File: src/rtl/fdes_pkg.sv
package fdes_pkg;
    typedef enum logic [1:0] {
        S_HUNT   = 2'd0,
        S_VERIFY = 2'd1,
        S_CALIB  = 2'd2,
        S_LOCK   = 2'd3
    } fdes_state_e;
endpackage

File: src/rtl/fdes_shift.sv
module fdes_shift #(
    parameter int WORD_W = 12
) (
    input  logic              clk,
    input  logic              rst,
    input  logic              sdin,
    output logic [WORD_W-1:0] win
);
    // newest bit enters at the top, so win[0] is the oldest bit in the window
    always_ff @(posedge clk) begin
        if (rst) win <= '0;
        else     win <= {sdin, win[WORD_W-1:1]};
    end
endmodule

File: src/rtl/fdes_frame.sv
module fdes_frame #(
    parameter int                WORD_W    = 12,
    parameter logic [WORD_W-1:0] IDLE_WORD = 12'h03F
) (
    input  logic [WORD_W-1:0] win,
    output logic              frame_ok,
    output logic              is_idle
);
    always_comb begin
        frame_ok = win[0] & ~win[WORD_W-1];
        is_idle  = (win == IDLE_WORD);
    end
endmodule

File: src/rtl/fdes_idle_ctr.sv
module fdes_idle_ctr #(
    parameter int WORD_W     = 12,
    parameter int CAL_CYCLES = 3000
) (
    input  logic clk,
    input  logic rst,
    input  logic clr,
    input  logic add,
    output logic reach
);
    localparam int CW = $clog2(CAL_CYCLES + WORD_W + 1);

    logic [CW-1:0] cnt;

    // true when one more IDLE word completes the run
    assign reach = (cnt + CW'(WORD_W)) >= CW'(CAL_CYCLES);

    always_ff @(posedge clk) begin
        if (rst || clr) cnt <= '0;
        else if (add)   cnt <= reach ? CW'(CAL_CYCLES) : cnt + CW'(WORD_W);
    end

    // the run never exceeds its saturation value
    a_r5_cnt_bound: assert property (@(posedge clk) disable iff (rst)
        cnt <= CW'(CAL_CYCLES));
endmodule

File: src/rtl/framed_deser.sv
module framed_deser
    import fdes_pkg::*;
#(
    parameter int                WORD_W     = 12,
    parameter int                LOCK_WORDS = 4,
    parameter int                CAL_CYCLES = 3000,
    parameter logic [WORD_W-1:0] IDLE_WORD  = 12'h03F
) (
    input  logic              clk,
    input  logic              rst,
    input  logic              sdin,
    output logic [WORD_W-1:0] word,
    output logic              word_vld,
    output logic              cal
);
    localparam int BCW = $clog2(WORD_W);
    localparam int GCW = $clog2(LOCK_WORDS + 1);

    fdes_state_e       state, state_n;
    logic [BCW-1:0]    bcnt;
    logic [GCW-1:0]    gcnt;
    logic [WORD_W-1:0] win;
    logic              frame_ok, is_idle, reach;
    logic              boundary, aligned, ctr_clr, ctr_add;

    fdes_shift #(.WORD_W(WORD_W)) u_shift (
        .clk(clk), .rst(rst), .sdin(sdin), .win(win)
    );

    fdes_frame #(.WORD_W(WORD_W), .IDLE_WORD(IDLE_WORD)) u_frame (
        .win(win), .frame_ok(frame_ok), .is_idle(is_idle)
    );

    fdes_idle_ctr #(.WORD_W(WORD_W), .CAL_CYCLES(CAL_CYCLES)) u_ctr (
        .clk(clk), .rst(rst), .clr(ctr_clr), .add(ctr_add), .reach(reach)
    );

    assign boundary = (state != S_HUNT) && (bcnt == BCW'(WORD_W - 1));
    assign aligned  = (state == S_CALIB) || (state == S_LOCK);
    assign ctr_add  = (state == S_CALIB) && boundary && frame_ok && is_idle;
    assign ctr_clr  = (state != S_CALIB) || (boundary && !(frame_ok && is_idle));

    // next-state logic
    always_comb begin
        state_n = state;
        unique case (state)
            S_HUNT:   if (frame_ok) state_n = S_VERIFY;
            S_VERIFY: if (boundary) begin
                          if (!frame_ok)                          state_n = S_HUNT;
                          else if (gcnt == GCW'(LOCK_WORDS - 1))  state_n = S_CALIB;
                      end
            S_CALIB:  if (boundary) begin
                          if (!frame_ok)                 state_n = S_HUNT;
                          else if (is_idle && reach)     state_n = S_LOCK;
                      end
            S_LOCK:   if (boundary && !frame_ok) state_n = S_HUNT;
        endcase
    end

    // state register and bit/word counters
    always_ff @(posedge clk) begin
        if (rst) begin
            state <= S_HUNT;
            bcnt  <= '0;
            gcnt  <= '0;
        end else begin
            state <= state_n;
            if (state == S_HUNT || state_n == S_HUNT) bcnt <= '0;
            else if (boundary)                        bcnt <= '0;
            else                                      bcnt <= bcnt + 1'b1;
            if (state == S_HUNT)                             gcnt <= GCW'(1);
            else if (state == S_VERIFY && boundary && frame_ok) gcnt <= gcnt + 1'b1;
        end
    end

    // registered outputs
    always_ff @(posedge clk) begin
        if (rst) begin
            word     <= '0;
            word_vld <= 1'b0;
            cal      <= 1'b0;
        end else begin
            word_vld <= aligned && boundary && frame_ok;
            if (aligned && boundary && frame_ok) word <= win;
            cal      <= (state_n == S_LOCK);
        end
    end

    // a delivered word always carries the framing bits
    a_r2_vld_framed: assert property (@(posedge clk) disable iff (rst)
        word_vld |-> (word[0] && !word[WORD_W-1]));

    // the strobe lasts a single cycle
    a_r4_vld_pulse: assert property (@(posedge clk) disable iff (rst)
        word_vld |=> !word_vld);

    // calibration completes only on the strobe of an IDLE word
    a_r6_cal_on_idle: assert property (@(posedge clk) disable iff (rst)
        $rose(cal) |-> (word_vld && word == IDLE_WORD));

    // losing calibration means the search restarted without a delivery
    a_r8_cal_drop_hunt: assert property (@(posedge clk) disable iff (rst)
        $fell(cal) |-> (state == S_HUNT && !word_vld));

    // reset clears the strobe and the flag
    a_r9_reset_clear: assert property (@(posedge clk)
        rst |=> (!word_vld && !cal));
endmodule

File: config.mk
export PLATFORM = sky130hd
export DESIGN_NAME = framed_deser
export DESIGN_NICKNAME = d
export VERILOG_FILES = /design/src/rtl/fdes_pkg.sv /design/src/rtl/fdes_shift.sv /design/src/rtl/fdes_frame.sv /design/src/rtl/fdes_idle_ctr.sv /design/src/rtl/framed_deser.sv
export SDC_FILE = /design/constraint.sdc
export NUM_CORES = 1
export LEC_CHECK = 0
export BUFFER_PORTS_ARGS = -buffer_cell sky130_fd_sc_hd__buf_2
export CELL_PAD_IN_SITES_DETAIL_PLACEMENT = 0
export CELL_PAD_IN_SITES_GLOBAL_PLACEMENT = 1
export CORE_ASPECT_RATIO = 0.5
export CORE_UTILIZATION = 48
export CTS_CLUSTER_DIAMETER = 40
export CTS_CLUSTER_SIZE = 14
export DETAILED_ROUTE_END_ITERATION = 8
export PLACE_DENSITY = 0.91
export SLEW_MARGIN = 10
export SYNTH_ARGS = -nofsm -noshare
export SYNTH_HDL_FRONTEND = slang
export SYNTH_SLANG_ARGS = --single-unit
File: constraint.sdc
create_clock -name clk -period 5 [get_ports clk]
set_clock_uncertainty 0.2 [all_clocks]
set_input_delay 0.75 -clock clk [delete_from_list [all_inputs] [get_ports clk]]
set_output_delay 0.75 -clock clk [all_outputs]
set_load 0.01 [all_outputs]
==> results.py, run 1 <==
metrics = {
    "yosys": {
        "yosysSeqAreaShare": 0.455,
        "synth_cell_types": 45,
        "synthesis.area_um2": 1980,
        "yosys_register_bits": 45,
        "synth_edf_count": 0,
        "syn_inst": 214,
        "ys.flop_type": "dfxtp_1",
        "avgSynthCellArea_um2": 9.24,
        "yosysWarnings": 0,
        "async_reset_ff_frac": 0,
        "synthesis.nets": 222,
    },
    "finish": {
        "layout-drive-gt1-share": 0.137,
        "fillers": 361,
        "diodes": 0,
        "final_common_cell": "dfxtp_1",
        "final_util": 0.552,
        "area_delta_synth_final_pct": 9.55,
        "fin_nets": 234,
        "multi_input_area_um2": 988,
        "register_area_um2": 901,
        "final_cell_mix": "45 x dfxtp_1, 27 x nor2_1, 16 x nor2b_1, 16 x buf_2",
    },
    "timing": {
        "whs_ns": 0.253,
        "hold_viol": 0,
        "drv_slew": 0,
        "fmax_mhz": 296,
        "maxSlewHeadroom": 0.388,
        "setup_viol_count_final": 0,
        "worst_slew_pin_slew_ns": 0.915,
        "tns_ns": 0,
        "worst_slack_ns": 1.62,
        "min_period_over_period": 0.675,
        "period_needed_ns": 3.38,
        "rsz0062_at_grt": "no",
    },
    "clock_network": {
        "clock-root-buffer": "clkbuf_8",
        "hold_buffers": 0,
        "insertion_delay_ns": 0.30,
        "path_clk_slew_ns": 0.09,
        "cts_sinks": 45,
        "cts_made_buffers": 5,
        "postCtsSetupBuffers": 0,
        "htree_num_levels": 2,
        "tritoncts": "done",
        "cts_buffer_depth": 2,
        "cts_resized": 0,
    },
    "setup_path": {
        "r2r-start": "u_ctr.cnt[2]",
        "worstSetupPathType": "flip-flop to flip-flop",
        "critPathLaunch": "u_ctr.cnt[2]",
        "endpoint_kind": "flip-flop",
        "r2r_slack_ns": 1.62,
        "regToRegEndpoint": "u_ctr.cnt[4]",
        "start_kind": "flip-flop",
        "cp_max_fo": 11,
        "cp.arrival_ns": 3.37,
        "worst_ep_required_time_ns": 4.99,
        "rr_worst_depth": 8,
    },
    "detailed_routing": {
        "vias": 1524,
        "totalWireLength_mm": 3.66,
        "drc_errors": 0,
        "drt_iter0_drc": 54,
        "post_drt_wl_per_cell_um": 13.0,
        "first_pass_iters": 4,
        "antenna_violating_nets_post_route": 0,
        "vias_per_cell": 5.42,
    },
    "hold_path": {
        "whs_path_depth": 2,
        "hold_path_end": "word[0]",
        "hp-class": "flip-flop to flip-flop",
        "worstHoldStart": "word[0]",
    },
    "floorplanning": {
        "die_area_um2": 4400,
        "fp.dieH_um": 47.4,
        "floorplan.initialDensity": 0.504,
        "die_w_um": 92.8,
        "ioPinCount": 17,
        "rows": 16,
        "core_um2": 3920,
    },
    "pwr": {
        "p_total_mw": 0.606,
        "ir_drop_mv": 0.210,
        "power.density_nw_per_um2": 280,
        "p_leak_nw": 0.920,
    },
    "grt": {
        "overflow": 0,
        "grt_usage": 0.181,
        "grt_max_degree": 34,
        "first_global_vias": 1286,
        "antenna_found_initial": 0,
        "grt_pass1_wl_mm": 5.95,
    },
    "placed_design": {
        "dpl.hpwl_mm": 2.56,
        "gp_congestion": 0.882,
        "numPortBuffers": 16,
        "place_ws_ns": 1.70,
    },
    "run_status": {
        "outcome": "finished, final reports clean",
    },
    "flow_run": {
        "cap_violations": 0,
    },
}
==> metrics by stage <==
stage,area [µm²],instances
floorplan,1980,214
global placement,2070,273
detailed placement,2070,273
CTS,2170,281
global route,2170,281
finish,2170,281
==> where the power goes <==
| group | leakage, nW | internal, mW | switching, mW |
|---|---|---|---|
| Clock | 0.0518 | 0.115 | 0.124 |
| Combinational | 0.505 | 0.00194 | 0.00472 |
| Sequential | 0.363 | 0.360 | 0.00140 |
| Total | 0.920 | 0.476 | 0.130 |
==> layout make-up <==
class | count | area share
Clock inverter | 2 | 0.00808
Timing Repair Buffer | 16 | 0.0370
Tap cell | 54 | 0.0312
Clock buffer | 6 | 0.0381
Sequential cell | 45 | 0.416
Inverter | 8 | 0.0139
Multi-Input combinational cell | 150 | 0.456
==> layer usage <==
| metal | vias up | GRT usage | routed length [µm] |
|---|---|---|---|
| li1 | 779 | - | - |
| met1 | 706 | 0.230 | 1800 |
| met2 | 30 | 0.282 | 1670 |
| met3 | 9 | 0.0761 | 127 |
| met4 | 0 | 0.0708 | 68 |
| met5 | - | 0 | 0 |
==> worst max-delay path, stage by stage, from the launching register on <==
cell,delay (ns)
dfxtp_1,0.49
inv_1,0.10
ha_1,0.29
nand3b_1,0.28
o21a_1,0.24
or2_2,0.31
o211ai_1,0.75
nand2b_1,0.26
o221a_2,0.34
==> state kept, by name, summed over array words and instances (netlist names) <==
register	count
cal	1
u_shift.win	12
word_vld	1
state	2
gcnt	3
word	12
u_ctr.cnt	10
bcnt	4
==> how the worst max path moves through the flow <==
stage | depth (start not counted) | end
after floorplan | 10 | u_ctr.cnt[5]
after global placement | 8 | u_ctr.cnt[8]
after detailed placement | 8 | u_ctr.cnt[4]
after CTS | 8 | u_ctr.cnt[4]
after global routing | 8 | u_ctr.cnt[8]
final | 8 | u_ctr.cnt[4]
==> cell families after synthesis <==
group,Yosys count,share of synthesized area
and+or+nand+nor,92,0.252
DFF,45,0.455
AOI/OAI and AO/OA,38,0.140
buffers and inverters,19,0.0449
muxes,10,0.0506
xor gates and xnor gates,5,0.0259
adders and majority gates,5,0.0316
==> Yosys cell counts (3+ instances only) <==
master	number	area share
ha_1	5	0.032
mux2i_1	10	0.051
nand3b_1	3	0.011
inv_1	8	0.015
nor2b_1	16	0.051
nand4_1	4	0.013
o221a_2	3	0.017
nand2_1	10	0.019
a21oi_1	8	0.020
nand3_1	10	0.025
dfxtp_1	45	0.46
or3_1	3	0.0095
nor3_1	4	0.010
a31oi_1	4	0.013
nor2_1	27	0.051
o21a_1	3	0.011
clkbuf_1	7	0.013
o21ai_0	5	0.013
Note: power is estimated with default switching activity, not from simulation.
==> inputs of run 2 (changes only) <==
--- a/config.mk
+++ b/config.mk
@@ -5,15 +5,16 @@
 export SDC_FILE = /design/constraint.sdc
 export NUM_CORES = 1
 export LEC_CHECK = 0
+export ABC_AREA = 1
 export BUFFER_PORTS_ARGS = -buffer_cell sky130_fd_sc_hd__buf_2
 export CELL_PAD_IN_SITES_DETAIL_PLACEMENT = 0
 export CELL_PAD_IN_SITES_GLOBAL_PLACEMENT = 1
 export CORE_ASPECT_RATIO = 0.5
-export CORE_UTILIZATION = 48
+export CORE_UTILIZATION = 38
 export CTS_CLUSTER_DIAMETER = 40
 export CTS_CLUSTER_SIZE = 14
 export DETAILED_ROUTE_END_ITERATION = 8
-export PLACE_DENSITY = 0.91
+export PLACE_DENSITY = 0.82
 export SLEW_MARGIN = 10
 export SYNTH_ARGS = -nofsm -noshare
 export SYNTH_HDL_FRONTEND = slang
==> constraint.sdc (replaced) <==
create_clock -name clk -period 3 [get_ports clk]
set_clock_uncertainty 0.2 [all_clocks]
set_input_delay 0.45 -clock clk [delete_from_list [all_inputs] [get_ports clk]]
set_output_delay 0.45 -clock clk [all_outputs]
set_load 0.01 [all_outputs]
==> run 2 against run 1 <==
Against the previous run:
- total power grew 79%
- sequential share of layout area shrank 0.59 points
- setup slack lost 0.80 ns
- fmax grew 55%
- first-iteration DRC count shrank 7.4%
- critical path type unchanged
- non-clock buffer count grew 1
- combinational power grew 100%
- largest cell class is now registers
- highest routed layer unchanged
- design area grew 1.4%
==> results.py, run 2 <==
metrics = {
    "yosys": {
        "avgSynthCellArea_um2": 7.54,
        "synth_edf_count": 0,
        "synth_cell_types": 28,
        "synth_common_cells": "45 x dfxtp_1, 37 x nand2_1, 34 x inv_1, 34 x nor2_1, 21 x a21oi_1",
        "yosysWarnings": 0,
        "yosysMostFrequentCell": "dfxtp_1",
        "yosys_register_bits": 45,
        "yosysTopAreaCell": "dfxtp_1",
        "synthesis.nets": 264,
        "ys.flop_type": "dfxtp_1",
        "synth_top_area_frac": 0.467,
        "async_reset_ff_frac": 0,
        "yosysSeqAreaShare": 0.467,
        "synthesis.area_um2": 1930,
        "synth_area_leaders": "dfxtp_1 47%, nand2_1 7.2%, inv_1 6.6%, nor2_1 6.6%, a21oi_1 5.4%",
        "syn_inst": 256,
    },
    "timing": {
        "min_period_over_period": 0.726,
        "rsz0062_at_grt": "no",
        "fmax_mhz": 459,
        "period_needed_ns": 2.18,
        "setup_viol_count_final": 0,
        "tns_ns": 0,
        "maxSlewHeadroom": 0.684,
        "drv_slew": 0,
        "worst_slew_pin_slew_ns": 0.471,
        "hold_viol": 0,
    },
    "finish": {
        "biggestRegsByFlops": "u_shift.win: 12 flops, word: 12 flops, u_ctr.cnt: 10 flops",
        "area_delta_synth_final_pct": 13.9,
        "final_common_cell": "dfxtp_1",
        "final_cell_mix": "45 x dfxtp_1, 37 x nand2_1, 34 x inv_1, 34 x nor2_1, 21 x a21oi_1",
        "diodes": 0,
        "fin_nets": 282,
        "layout-drive-gt1-share": 0.175,
        "finalInstanceArea_um2": 2200,
    },
    "detailed_routing": {
        "vias": 1605,
        "vias_per_cell": 4.71,
        "totalWireLength_mm": 3.71,
        "antenna_violating_nets_post_route": 0,
        "drc_errors": 0,
        "drt_iter0_drc": 50,
        "first_pass_iters": 4,
        "post_drt_wl_per_cell_um": 10.9,
    },
    "setup_path": {
        "worstSetupPathType": "flip-flop to flip-flop",
        "crit_end": "u_ctr.cnt[6]",
        "critPathLaunch": "u_ctr.cnt[2]",
        "r2r-start": "u_ctr.cnt[2]",
        "cp.arrival_ns": 2.21,
        "worst_ep_required_time_ns": 3.03,
        "start_kind": "flip-flop",
        "r2r_slack_ns": 0.82,
        "rr_worst_depth": 13,
        "cp_max_fo": 9,
        "endpoint_kind": "flip-flop",
        "regToRegEndpoint": "u_ctr.cnt[6]",
    },
    "clock_network": {
        "clock-root-buffer": "clkbuf_8",
        "postCtsSetupBuffers": 0,
        "hold_buffers": 0,
        "cts_buffer_depth": 2,
        "htree_num_levels": 2,
        "cts_made_buffers": 5,
        "cts_resized": 0,
        "insertion_delay_ns": 0.30,
        "tritoncts": "done",
        "cts_sinks": 45,
        "path_clk_slew_ns": 0.09,
    },
    "pwr": {
        "power.density_nw_per_um2": 494,
        "p_leak_nw": 0.914,
        "ir_drop_mv": 0.284,
    },
    "hold_path": {
        "hp-class": "input pin to flip-flop",
    },
    "floorplanning": {
        "core_um2": 4640,
        "die_area_um2": 5390,
        "fp.dieH_um": 52.4,
        "die_w_um": 103,
        "floorplan.initialDensity": 0.416,
        "rows": 17,
        "ioPinCount": 17,
    },
    "run_status": {
        "outcome": "finished, final reports clean",
    },
    "placed_design": {
        "gp_congestion": 0.804,
        "numPortBuffers": 16,
        "dpl_cell_area_um2": 2080,
        "dpl.hpwl_mm": 2.65,
    },
    "grt": {
        "antenna_found_initial": 0,
        "grt_max_degree": 23,
        "grt_usage": 0.158,
        "grt_pass1_wl_mm": 6.49,
        "overflow": 0,
        "first_global_vias": 1466,
    },
    "flow_run": {
        "cap_violations": 0,
    },
}
==> run 2: per-layer routing <==
metal,wire [µm],up-vias,GRT usage
met4,32,0,0.0399
met3,143,5,0.0453
met5,0,-,0
li1,-,857,-
met2,1640,24,0.269
met1,1890,719,0.199
==> run 2: power breakdown <==
| group | internal, mW | total [mW] | switching [mW] |
|---|---|---|---|
| registers | 0.600 | 0.601 | 0.00164 |
| logic | 0.00350 | 0.0134 | 0.00992 |
| clock network | 0.254 | 0.472 | 0.218 |
| total | 0.857 | 1.09 | 0.229 |
==> run 2: cell families after synthesis <==
logic type / share of synthesized area
compound gates: 0.131
flops: 0.467
simple gates: 0.271
fa+ha+maj: 0.0324
xor+xnor: 0.00907
buf+inv: 0.0901
==> run 2: area by class of cell <==
cell class                      count  area (µm²)
Multi-Input combinational cell    165         861
Timing Repair Buffer               17        87.6
Fill cell                         476        2440
Sequential cell                    45         901
Clock buffer                        5        68.8
Tap cell                           66        82.6
Clock inverter                      3        47.5
Inverter                           40         150
==> run 2: metrics by stage <==
step | std cells | utilization | setup slack, ns | hold slack, ns | total power [mW]
3_3_place_gp | 333 | 0.449 | 0.981 | 0.224 | 0.628
3_5_place_dp | 333 | 0.449 | 0.888 | 0.229 | 0.629
5_1_grt | 341 | 0.474 | 0.570 | 0.159 | 1.12
4_1_cts | 341 | 0.474 | 0.843 | 0.142 | 1.10
6_report | 341 | 0.474 | 0.821 | 0.146 | 1.09
2_1_floorplan | 256 | - | 1.14 | 0.213 | 0.625
==> run 2: worst max-delay path: stages (launching register included) <==
cell	delay (ns)
dfxtp_1	0.40
inv_1	0.09
ha_1	0.21
inv_1	0.10
nand2_2	0.09
nor2_2	0.14
nand2_1	0.08
o21ai_1	0.12
nand2_1	0.08
clkinv_1	0.06
nand2_2	0.07
a21oi_4	0.26
nand2_1	0.09
a21oi_1	0.12
==> run 2: how the worst min path moves through the flow <==
stage / startpoint / end / slack [ns] / cells past startpoint
3_5_place_dp: u_shift.win[11] / u_shift.win[10] / 0.23 / 2
5_1_grt: sdin / u_shift.win[11] / 0.16 / 3
2_1_floorplan: u_shift.win[11] / u_shift.win[10] / 0.21 / 2
6_report: sdin / u_shift.win[11] / 0.15 / 3
3_3_place_gp: u_shift.win[11] / u_shift.win[10] / 0.22 / 2
4_1_cts: sdin / u_shift.win[11] / 0.14 / 3
